==> src/rtl/vcap_pkg.sv <==
package vcap_pkg;

  localparam int HC_W   = 14;
  localparam int HST_W  = 12;
  localparam int HEN_W  = 12;
  localparam int VST_W  = 12;
  localparam int VEN_W  = 9;
  localparam int HCNT_W = HC_W;
  localparam int VCNT_W = VST_W + 1;

  localparam int HEN_LSB = 16;
  localparam int VEN_LSB = 16;

  localparam int unsigned HST_OFS = 4;
  localparam int unsigned VST_OFS = 1;

  localparam int OFS_CYC  = 'h80;
  localparam int OFS_HWIN = 'h84;
  localparam int OFS_VWIN = 'h88;

  typedef struct packed {
    logic [HC_W-1:0]  cyc;
    logic [HST_W-1:0] hst;
    logic [HEN_W-1:0] hen;
    logic [VST_W-1:0] vst;
    logic [VEN_W-1:0] ven;
  } cfg_t;

  typedef struct packed {
    logic [HCNT_W-1:0] hs;
    logic [HCNT_W-1:0] he;
    logic [VCNT_W-1:0] vs;
    logic [VCNT_W-1:0] ve;
  } win_t;

  function automatic int unsigned sub_floor(int unsigned raw, int unsigned ofs);
    return (raw > ofs) ? raw - ofs : 0;
  endfunction

  function automatic int unsigned even_cap(int unsigned raw, int unsigned cap);
    int unsigned w;
    w = raw & ~32'd1;
    return (w > cap) ? cap : w;
  endfunction

  function automatic win_t decode_win(cfg_t c, int unsigned cap);
    win_t r;
    int unsigned hs, wd, vs;
    hs = sub_floor(32'(c.hst), HST_OFS);
    wd = even_cap(32'(c.hen), cap);
    vs = sub_floor(32'(c.vst), VST_OFS);
    r.hs = HCNT_W'(hs);
    r.he = HCNT_W'(hs + wd);
    r.vs = VCNT_W'(vs);
    r.ve = VCNT_W'(vs + 32'(c.ven));
    return r;
  endfunction

endpackage

==> src/rtl/vcap_rise_det.sv <==
module vcap_rise_det #(
  parameter int N = 2
) (
  input  logic         clk,
  input  logic         rst_n,
  input  logic [N-1:0] lvl,
  output logic [N-1:0] rise
);
  logic [N-1:0] lvl_q;

  for (genvar i = 0; i < N; i++) begin : g_bit
    always_ff @(posedge clk) begin
      if (!rst_n) lvl_q[i] <= 1'b0;
      else        lvl_q[i] <= lvl[i];
    end
    assign rise[i] = lvl[i] & ~lvl_q[i];
  end
endmodule

==> src/rtl/vcap_cfg_regs.sv <==
module vcap_cfg_regs
  import vcap_pkg::*;
#(
  parameter int ADDR_W   = 8,
  parameter int LINE_MAX = 840
) (
  input  logic              clk,
  input  logic              rst_n,
  input  logic              wr_en,
  input  logic [ADDR_W-1:0] wr_addr,
  input  logic [31:0]       wr_data,
  input  logic              load,
  output win_t              win_act,
  output logic [HC_W-1:0]   cyc_act
);
  localparam logic [ADDR_W-1:0] A_CYC  = ADDR_W'(OFS_CYC);
  localparam logic [ADDR_W-1:0] A_HWIN = ADDR_W'(OFS_HWIN);
  localparam logic [ADDR_W-1:0] A_VWIN = ADDR_W'(OFS_VWIN);

  cfg_t stg;

  always_ff @(posedge clk) begin
    if (!rst_n) begin
      stg     <= '0;
      stg.cyc <= '1;
    end else if (wr_en) begin
      case (wr_addr)
        A_CYC:  stg.cyc <= wr_data[HC_W-1:0];
        A_HWIN: begin
          stg.hst <= wr_data[HST_W-1:0];
          stg.hen <= wr_data[HEN_LSB +: HEN_W];
        end
        A_VWIN: begin
          stg.vst <= wr_data[VST_W-1:0];
          stg.ven <= wr_data[VEN_LSB +: VEN_W];
        end
        default: ;
      endcase
    end
  end

  always_ff @(posedge clk) begin
    if (!rst_n) begin
      win_act <= '0;
      cyc_act <= '1;
    end else if (load) begin
      win_act <= decode_win(stg, LINE_MAX);
      cyc_act <= stg.cyc;
    end
  end
endmodule

==> src/rtl/vcap_timing.sv <==
module vcap_timing
  import vcap_pkg::*;
(
  input  logic              clk,
  input  logic              rst_n,
  input  logic              hs_edge,
  input  logic              vs_edge,
  input  logic [HC_W-1:0]   cyc_act,
  output logic [HCNT_W-1:0] hcnt,
  output logic [VCNT_W-1:0] vcnt,
  output logic              armed
);
  logic wrap, line_bnd;

  assign wrap     = (hcnt >= cyc_act);
  assign line_bnd = hs_edge | wrap;

  always_ff @(posedge clk) begin
    if (!rst_n) hcnt <= '0;
    else if (hs_edge || vs_edge || wrap) hcnt <= '0;
    else hcnt <= hcnt + 1'b1;
  end

  always_ff @(posedge clk) begin
    if (!rst_n) begin
      vcnt  <= '0;
      armed <= 1'b0;
    end else if (vs_edge) begin
      vcnt  <= '0;
      armed <= 1'b1;
    end else if (line_bnd && (vcnt != '1)) begin
      vcnt <= vcnt + 1'b1;
    end
  end
endmodule

==> src/rtl/vcap_win_gate.sv <==
module vcap_win_gate
  import vcap_pkg::*;
#(
  parameter int DATA_W = 24
) (
  input  logic              clk,
  input  logic              rst_n,
  input  logic [HCNT_W-1:0] hcnt,
  input  logic [VCNT_W-1:0] vcnt,
  input  logic              armed,
  input  win_t              win,
  input  logic [DATA_W-1:0] pix_in,
  output logic [DATA_W-1:0] pix_out,
  output logic              pix_valid,
  output logic              line_start,
  output logic              frame_start
);
  logic in_h, in_v, hit, first_px, first_ln;

  assign in_h     = (hcnt >= win.hs) && (hcnt < win.he);
  assign in_v     = (vcnt >= win.vs) && (vcnt < win.ve);
  assign hit      = armed && in_h && in_v;
  assign first_px = hit && (hcnt == win.hs);
  assign first_ln = first_px && (vcnt == win.vs);

  always_ff @(posedge clk) begin
    if (!rst_n) begin
      pix_valid   <= 1'b0;
      line_start  <= 1'b0;
      frame_start <= 1'b0;
    end else begin
      pix_valid   <= hit;
      line_start  <= first_px;
      frame_start <= first_ln;
    end
  end

  always_ff @(posedge clk) begin
    if (!rst_n)   pix_out <= '0;
    else if (hit) pix_out <= pix_in;
  end
endmodule

==> src/rtl/vcap_window_gate.sv <==
module vcap_window_gate
  import vcap_pkg::*;
#(
  parameter int DATA_W   = 24,
  parameter int ADDR_W   = 8,
  parameter int LINE_MAX = 840
) (
  input  logic              clk,
  input  logic              rst_n,
  input  logic              hsync,
  input  logic              vsync,
  input  logic [DATA_W-1:0] pix_in,
  input  logic              wr_en,
  input  logic [ADDR_W-1:0] wr_addr,
  input  logic [31:0]       wr_data,
  output logic [DATA_W-1:0] pix_out,
  output logic              pix_valid,
  output logic              line_start,
  output logic              frame_start
);
  logic [1:0]        rise;
  logic              hs_edge, vs_edge, armed;
  logic [HCNT_W-1:0] hcnt;
  logic [VCNT_W-1:0] vcnt;
  logic [HC_W-1:0]   cyc_act;
  win_t              win_act;

  vcap_rise_det #(.N(2)) u_edges (
    .clk(clk), .rst_n(rst_n), .lvl({vsync, hsync}), .rise(rise)
  );
  assign hs_edge = rise[0];
  assign vs_edge = rise[1];

  vcap_cfg_regs #(.ADDR_W(ADDR_W), .LINE_MAX(LINE_MAX)) u_cfg (
    .clk(clk), .rst_n(rst_n), .wr_en(wr_en), .wr_addr(wr_addr),
    .wr_data(wr_data), .load(vs_edge), .win_act(win_act), .cyc_act(cyc_act)
  );

  vcap_timing u_tim (
    .clk(clk), .rst_n(rst_n), .hs_edge(hs_edge), .vs_edge(vs_edge),
    .cyc_act(cyc_act), .hcnt(hcnt), .vcnt(vcnt), .armed(armed)
  );

  vcap_win_gate #(.DATA_W(DATA_W)) u_gate (
    .clk(clk), .rst_n(rst_n), .hcnt(hcnt), .vcnt(vcnt), .armed(armed),
    .win(win_act), .pix_in(pix_in), .pix_out(pix_out), .pix_valid(pix_valid),
    .line_start(line_start), .frame_start(frame_start)
  );
endmodule

==> config.mk <==
export PLATFORM = sky130hd
export DESIGN_NAME = vcap_window_gate
export DESIGN_NICKNAME = d
export VERILOG_FILES = /design/src/rtl/vcap_pkg.sv /design/src/rtl/vcap_rise_det.sv /design/src/rtl/vcap_cfg_regs.sv /design/src/rtl/vcap_timing.sv /design/src/rtl/vcap_win_gate.sv /design/src/rtl/vcap_window_gate.sv
export SDC_FILE = /design/constraint.sdc
export NUM_CORES = 1
export LEC_CHECK = 0
export BUFFER_PORTS_ARGS = -buffer_cell sky130_fd_sc_hd__buf_2
export CAP_MARGIN = 20
export CORE_ASPECT_RATIO = 0.75
export CORE_MARGIN = 2
export CORE_UTILIZATION = 55
export CTS_BUF_LIST = sky130_fd_sc_hd__clkbuf_8
export DETAILED_ROUTE_END_ITERATION = 10
export GPL_TIMING_DRIVEN = 0
export PLACE_DENSITY = 0.74
export SYNTH_ARGS = -nofsm -noshare
export SYNTH_HDL_FRONTEND = slang
export SYNTH_SLANG_ARGS = --single-unit
export TNS_END_PERCENT = 1
==> constraint.sdc <==
create_clock -name clk -period 9.1 [get_ports clk]
set_input_delay 2.275 -clock clk [delete_from_list [all_inputs] [get_ports clk]]
set_output_delay 2.275 -clock clk [all_outputs]
set_load 0.1 [all_outputs]
# Word level (Yosys, flattened, before mapping)
# Index checks and enable logic that the tools add are counted.
[op_classes] n_addsub=6 order_cmp=8 n_eq_ne=6 n_mux=3 n_bitwise=6 reduce_logical=14
[op_table] cell="$ge A14 B14 Y1" n=2
[op_table] cell="$eq A8 B8 Y1 const B" n=3
[op_table] cell="$add A14 B1 Y14 const B" n=1
[op_table] cell="$add A14 B14 Y14" n=1
[op_table] cell="$eq A14 B14 Y1" n=1
[op_table] cell="$lt A14 B14 Y1" n=1
[op_table] cell="$mux W14" n=1
[op_table] cell="$add A13 B1 Y13 const B" n=1
[op_table] cell="$add A13 B9 Y13" n=1
[op_table] cell="$eq A13 B13 Y1" n=1
[op_table] cell="$ge A13 B13 Y1" n=1
[op_table] cell="$lt A13 B13 Y1" n=1
[op_table] cell="$mux W13" n=1
[op_table] cell="$ne A13 B13 Y1 const B" n=1
[op_table] cell="$sub A12 B1 Y13 const B" n=1
[op_table] cell="$sub A12 B3 Y13 const B" n=1
[op_table] cell="$gt A12 B1 Y1 const B" n=1
[op_table] cell="$gt A12 B10 Y1 const B" n=1
[op_table] cell="$gt A12 B3 Y1 const B" n=1
[op_table] cell="$mux W12" n=1
[op_table] cell="$logic_and A1 B1 Y1" n=7
[op_table] cell="$reduce_and A2 Y1" n=3
[op_table] cell="$reduce_or A2 Y1" n=2
[op_table] cell="$not A1 Y1" n=3
[op_table] cell="other kinds (3)" n=5
[word_totals] register_bits=184 input_bits=69 output_inout_bits=27 wordCells=62

# Depth between registers and ports, before layout
[depth] word_depth=6 mapped_depth=16 ltp_nobuf=15

# Hierarchy
# From an unflattened synthesis, not the netlist that was laid out.
[hier_totals] cells_unflattened=1172 hier_area_um2=9997.1
[modules_own_cells] module="vcap_cfg_regs" instances=1 cells_each=672 area_each_um2=5801.8 seq_area_each_um2=2482.4
[modules_own_cells] module="vcap_win_gate" instances=1 cells_each=294 area_each_um2=2367.3 seq_area_each_um2=540.5
[modules_own_cells] module="vcap_timing" instances=1 cells_each=200 area_each_um2=1747.9 seq_area_each_um2=560.5
[modules_own_cells] module="vcap_rise_det" instances=1 cells_each=6 area_each_um2=80.1 seq_area_each_um2=40.0

# Least setup slack after synthesis
# No wires, ideal clock.
[synth_timing] path_type="reg-to-reg" start="register u_cfg.stg[37] in the netlist's numbering" end="register u_cfg.win_act[36] (netlist name)" setup_time_ps=133 t_arrival_ps=3638 required_ps=8967 path_slack_ps=5329 stages_incl_launch_ff=15 n_path_buf=1 period_less_slack_ps=3771 path_cell_list="dfxtp_1 or4_1 nor4_1 nor2b_1 nor2b_1 clkbuf_1 nor2_1 ha_1 a21o_1 a21o_1 a2111oi_2 nor3_1 a2111oi_0 xor2_1 o22ai_1"
[synth_between] elab_chain_cells=3 word_cells_on_any_way=4 classes_between="add/sub: 2; order compare: 1; mux: 1"
[synth_lines] item="start, declared" line="vcap_cfg_regs.sv:20" source="cfg_t stg;"
[synth_lines] item="$sub A12 B3 Y13 / $gt A12 B3 Y1 (equally long branches)" line="vcap_pkg.sv:37" source="return (raw > ofs) ? raw - ofs : 0;"
[synth_lines] item="$mux W14 (*)" line="vcap_pkg.sv:37"
[synth_lines] item="$add A14 B14 Y14 (*)" line="vcap_pkg.sv:53" source="r.he = HCNT_W'(hs + wd);"
# Mark *: on every way between the ends. The rest lies on a longest branch, timed or not.
# A chain may end at the register's enable or synchronous reset.

# Worst setup path in the final report
[layout_timing] start="register u_cfg.stg[37] in the netlist's numbering" end="register u_cfg.win_act[36] (netlist name)"
[layout_between] elab_chain_cells=3 word_cells_on_any_way=4 classes_between="add/sub: 2; order compare: 1; mux: 1"
[layout_lines] item="$sub A12 B3 Y13 / $gt A12 B3 Y1 (equally long branches)" line="vcap_pkg.sv:37"
[layout_lines] item="$mux W14 (*)" line="vcap_pkg.sv:37"
[layout_lines] item="$add A14 B14 Y14 (*)" line="vcap_pkg.sv:53"
# Marked as above.

==> summary.md <==
| Metric | Value |
|---|---|
| ANT nets after route | `0` |
| Register area share after synthesis | `37.5%` |
| Count of cell types in the netlist | `56` |
| Worst hold slack | `0.460 ns` |
| Final GP Congestion | `0.913` |
| Final Cycle Share | `48.3%` |
| Combinational share of power | `9.1%` |
| Final hold viol count | `0` |
| Post-Syn Instances | `1176` |
| Die Y | `119 um` |
| Router iterations before antenna repair | `5` |
| Cell Area, Synth | `9670 um2` |
| Starting Density | `56.8%` |
| Cell-internal power | `1130 uW` |
| Peak Freq | `227 MHz` |
| # resized after CTS | `0` |
| Pin count of the biggest net entering global routing | `18` |
| MaxCap Viol Count | `0` |
| Power Total | `1560 uW` |
| Setup violators final | `0` |
| RSZ-0062 raised after global routing | `false` |
| Ranking of synthesized cells by area | `dfxtp_1 37%, ha_1 12%, nand2_1 9.6%` |
| Yosys warns | `0` |
| Crit path DAT | `4.75 ns` |
| Crit-path cells | `or4_1 > nor4_1 > nor2b_1 > nor2b_1 > clkbuf_1 > nor2_1 > ha_1 > a21o_1 > a21o_1 > a2111oi_2 > nor3_1 > a2111oi_0 > xor2_1 > o22ai_1` |
| Clk_lat worst skew | `0.49 ns` |
| Worst-margin pin slew | `0.686 ns` |
| Yosys top cell area share | `37.5%` |
| Cell taking the most area after synthesis | `dfxtp_1` |
| CTS Buffer Depth | `2` |
| Final TNS setup | `0 ns` |
| First-pass GRT wire length | `40400 um` |
| DR vias | `8425` |
| Min Tclk post-route | `4.40 ns` |
| Routed wire per std cell | `16.5 um` |
| Grt ovf | `0` |
| Power per cell area | `144 nW/um2` |
| Setup Fix Bufs, Post-CTS | `0` |
| Element type at the critical path end | `flop` |
| Seq cells post-synth | `181` |
| Hold Path Class | `flop to flop` |
| CP Launch Type | `flop` |
| CTS Root Cell | `clkbuf_8` |
| Via/cell ratio | `5.50` |
| Max-slew violations | `0` |
| DIE WIDTH | `157 um` |
| Clk slew on worst S/H paths | `0.11 ns` |
| Vias in the first global route | `7608` |
| Initial antenna violation count | `0` |
| I/O Buffers | `88` |
| EDFF count, synth | `0` |
| Ys flop type | `dfxtp_1` |
| Die area | `18700 um2` |
| Worst-path fanout max | `10` |
| Slew HR | `53.9%` |
| DPL Wire Length | `19800 um` |
| CTS Sinks | `181` |
| Critical Path Max Stage Delay | `0.60 ns` |
| TritonCTS Buffers | `17` |
| Hold_buf cts | `0` |
| # rows | `41` |
| Pre-CTS WS | `4.77 ns` |
| Final WL | `25300 um` |
| Flop pwr share | `51.9%` |
| Syn Area/Cell | `8.22 um2` |
| Setup Crit Path Kind | `flop to flop` |
| Number of diodes | `0` |
| WP data required | `9.45 ns` |
| Switch share | `27.8%` |
| Final Util | `63.6%` |
| Switching pwr | `435 uW` |
| Boundary pin count | `96` |
| Maximum vdd drop | `113 uV` |
| Clock share of power | `39.0%` |
| Final net count | `1447` |
| # DRC | `0` |
| Fraction of layout cells with a size suffix above 1 | `10.4%` |
| Area Overhead vs Synth | `12.1%` |
| H-Tree Depth | `4` |
| CP max stage cell | `or4_1` |
| GRT Overall Usage | `28.0%` |
| Worst setup slack after layout | `4.70 ns` |
| 1st-iter DRT viols | `629` |
| Status | `complete, no violations` |
| CTS tree | `yes` |
| Clk_skew | `0.0154 ns` |
| Fraction of registers with async set/reset | `0%` |
| Core Region | `17000 um2` |
| Leak | `0.00478 uW` |
==> power by group through the flow <==
stage | Combinational (uW) | Sequential, uW | Clock [uW]
after floorplan | 66.6 | 854 | 0
after global placement | 140 | 828 | 0
after detailed placement | 141 | 829 | 0
after CTS | 142 | 810 | 611
after global routing | 155 | 812 | 647
final | 143 | 811 | 610
==> cell type report <==
type                       instances  area (um2)
fill                            1546        6200
timing repair buffer              88         440
multi-input combinational        864        5540
clock buffer                      17         234
buffer                            53         205
inverter                          79         297
clock inverter                    15         193
tap                              236         295
sequential                       181        3620
==> layout by cell type (no fill, tap or decap), types with 26 or more instances in the layout <==
| cell type | n |
|---|---|
| buf_2 | 93 |
| mux2i_1 | 27 |
| a21oi_1 | 26 |
| nor2_1 | 85 |
| inv_1 | 80 |
| nand2_1 | 246 |
| dfxtp_1 | 181 |
| a21boi_0 | 60 |
| nand3_1 | 36 |
| ha_1 | 92 |
| clkbuf_1 | 47 |
| o21ai_0 | 35 |
| xor2_1 | 30 |
==> registers in the layout, indices dropped and copies added (netlist names) <==
name,count
u_gate.frame_start,1
u_cfg.stg,58
u_gate.line_start,1
u_gate.pix_valid,1
u_tim.vcnt,13
u_cfg.cyc_act,14
u_tim.armed,1
u_gate.pix_out,24
u_tim.hcnt,14
u_cfg.win_act,52
u_edges.lvl_q,2
==> worst paths after layout <==
check,start,to,slack (ns),cells past startpoint
hold / removal,u_gate.pix_out[2],u_gate.pix_out[2],0.46,2
hold reg to reg,u_gate.pix_out[2],u_gate.pix_out[2],0.46,2
setup reg to reg,u_cfg.stg[37],u_cfg.win_act[36],4.70,14
setup / recovery,u_cfg.stg[37],u_cfg.win_act[36],4.70,14
==> per-stage QoR <==
step           area, um2  std cells
2_1_floorplan       9670       1177
5_1_grt            10800       1533
3_3_place_gp       10400       1501
4_1_cts            10800       1533
3_5_place_dp       10400       1501
6_report           10800       1533
==> per-layer routing <==
metal / part of all wire [%] / GRT usage [%]
met1: 52 / 45.0
met2: 40 / 37.6
met3: 6.1 / 5.17
met4: 1.4 / 7.10
met5: 0 / 0
==> critical path, delay by kind of cell, from the launching register on <==
kind	cells	cell delay, ns
XOR/XNOR	1	0.25
AND/OR/NAND/NOR	6	1.52
buffers and inverters	1	0.35
adder cells (fa/ha/maj)	1	0.32
AO/OA/AOI/OAI	5	1.44
flip-flops	1	0.37
==> cells in the mapped netlist, types with 8 or more instances <==
library cell	instances
nand2_1	246
dfxtp_1	181
ha_1	92
nor2_1	85
inv_1	79
a21boi_0	60
clkbuf_1	47
nand3_1	36
o21ai_0	35
xor2_1	30
mux2i_1	27
a21oi_1	26
xnor2_1	22
and2_1	19
a21o_1	18
and3_1	18
o211ai_1	17
nand4_1	16
nor3_1	12
o32ai_1	9
a211oi_1	8
==> cell families after synthesis <==
kind of cell,Yosys count,share of synthesized area (%)
simple gates,476,22.0
buf+inv,132,5.19
fa+ha+maj,94,12.3
flops,181,37.5
xor+xnor,52,4.71
mux,27,2.80
compound gates,213,15.4
other cells,1,0.0388
Note: power is estimated with default switching activity, not from simulation.
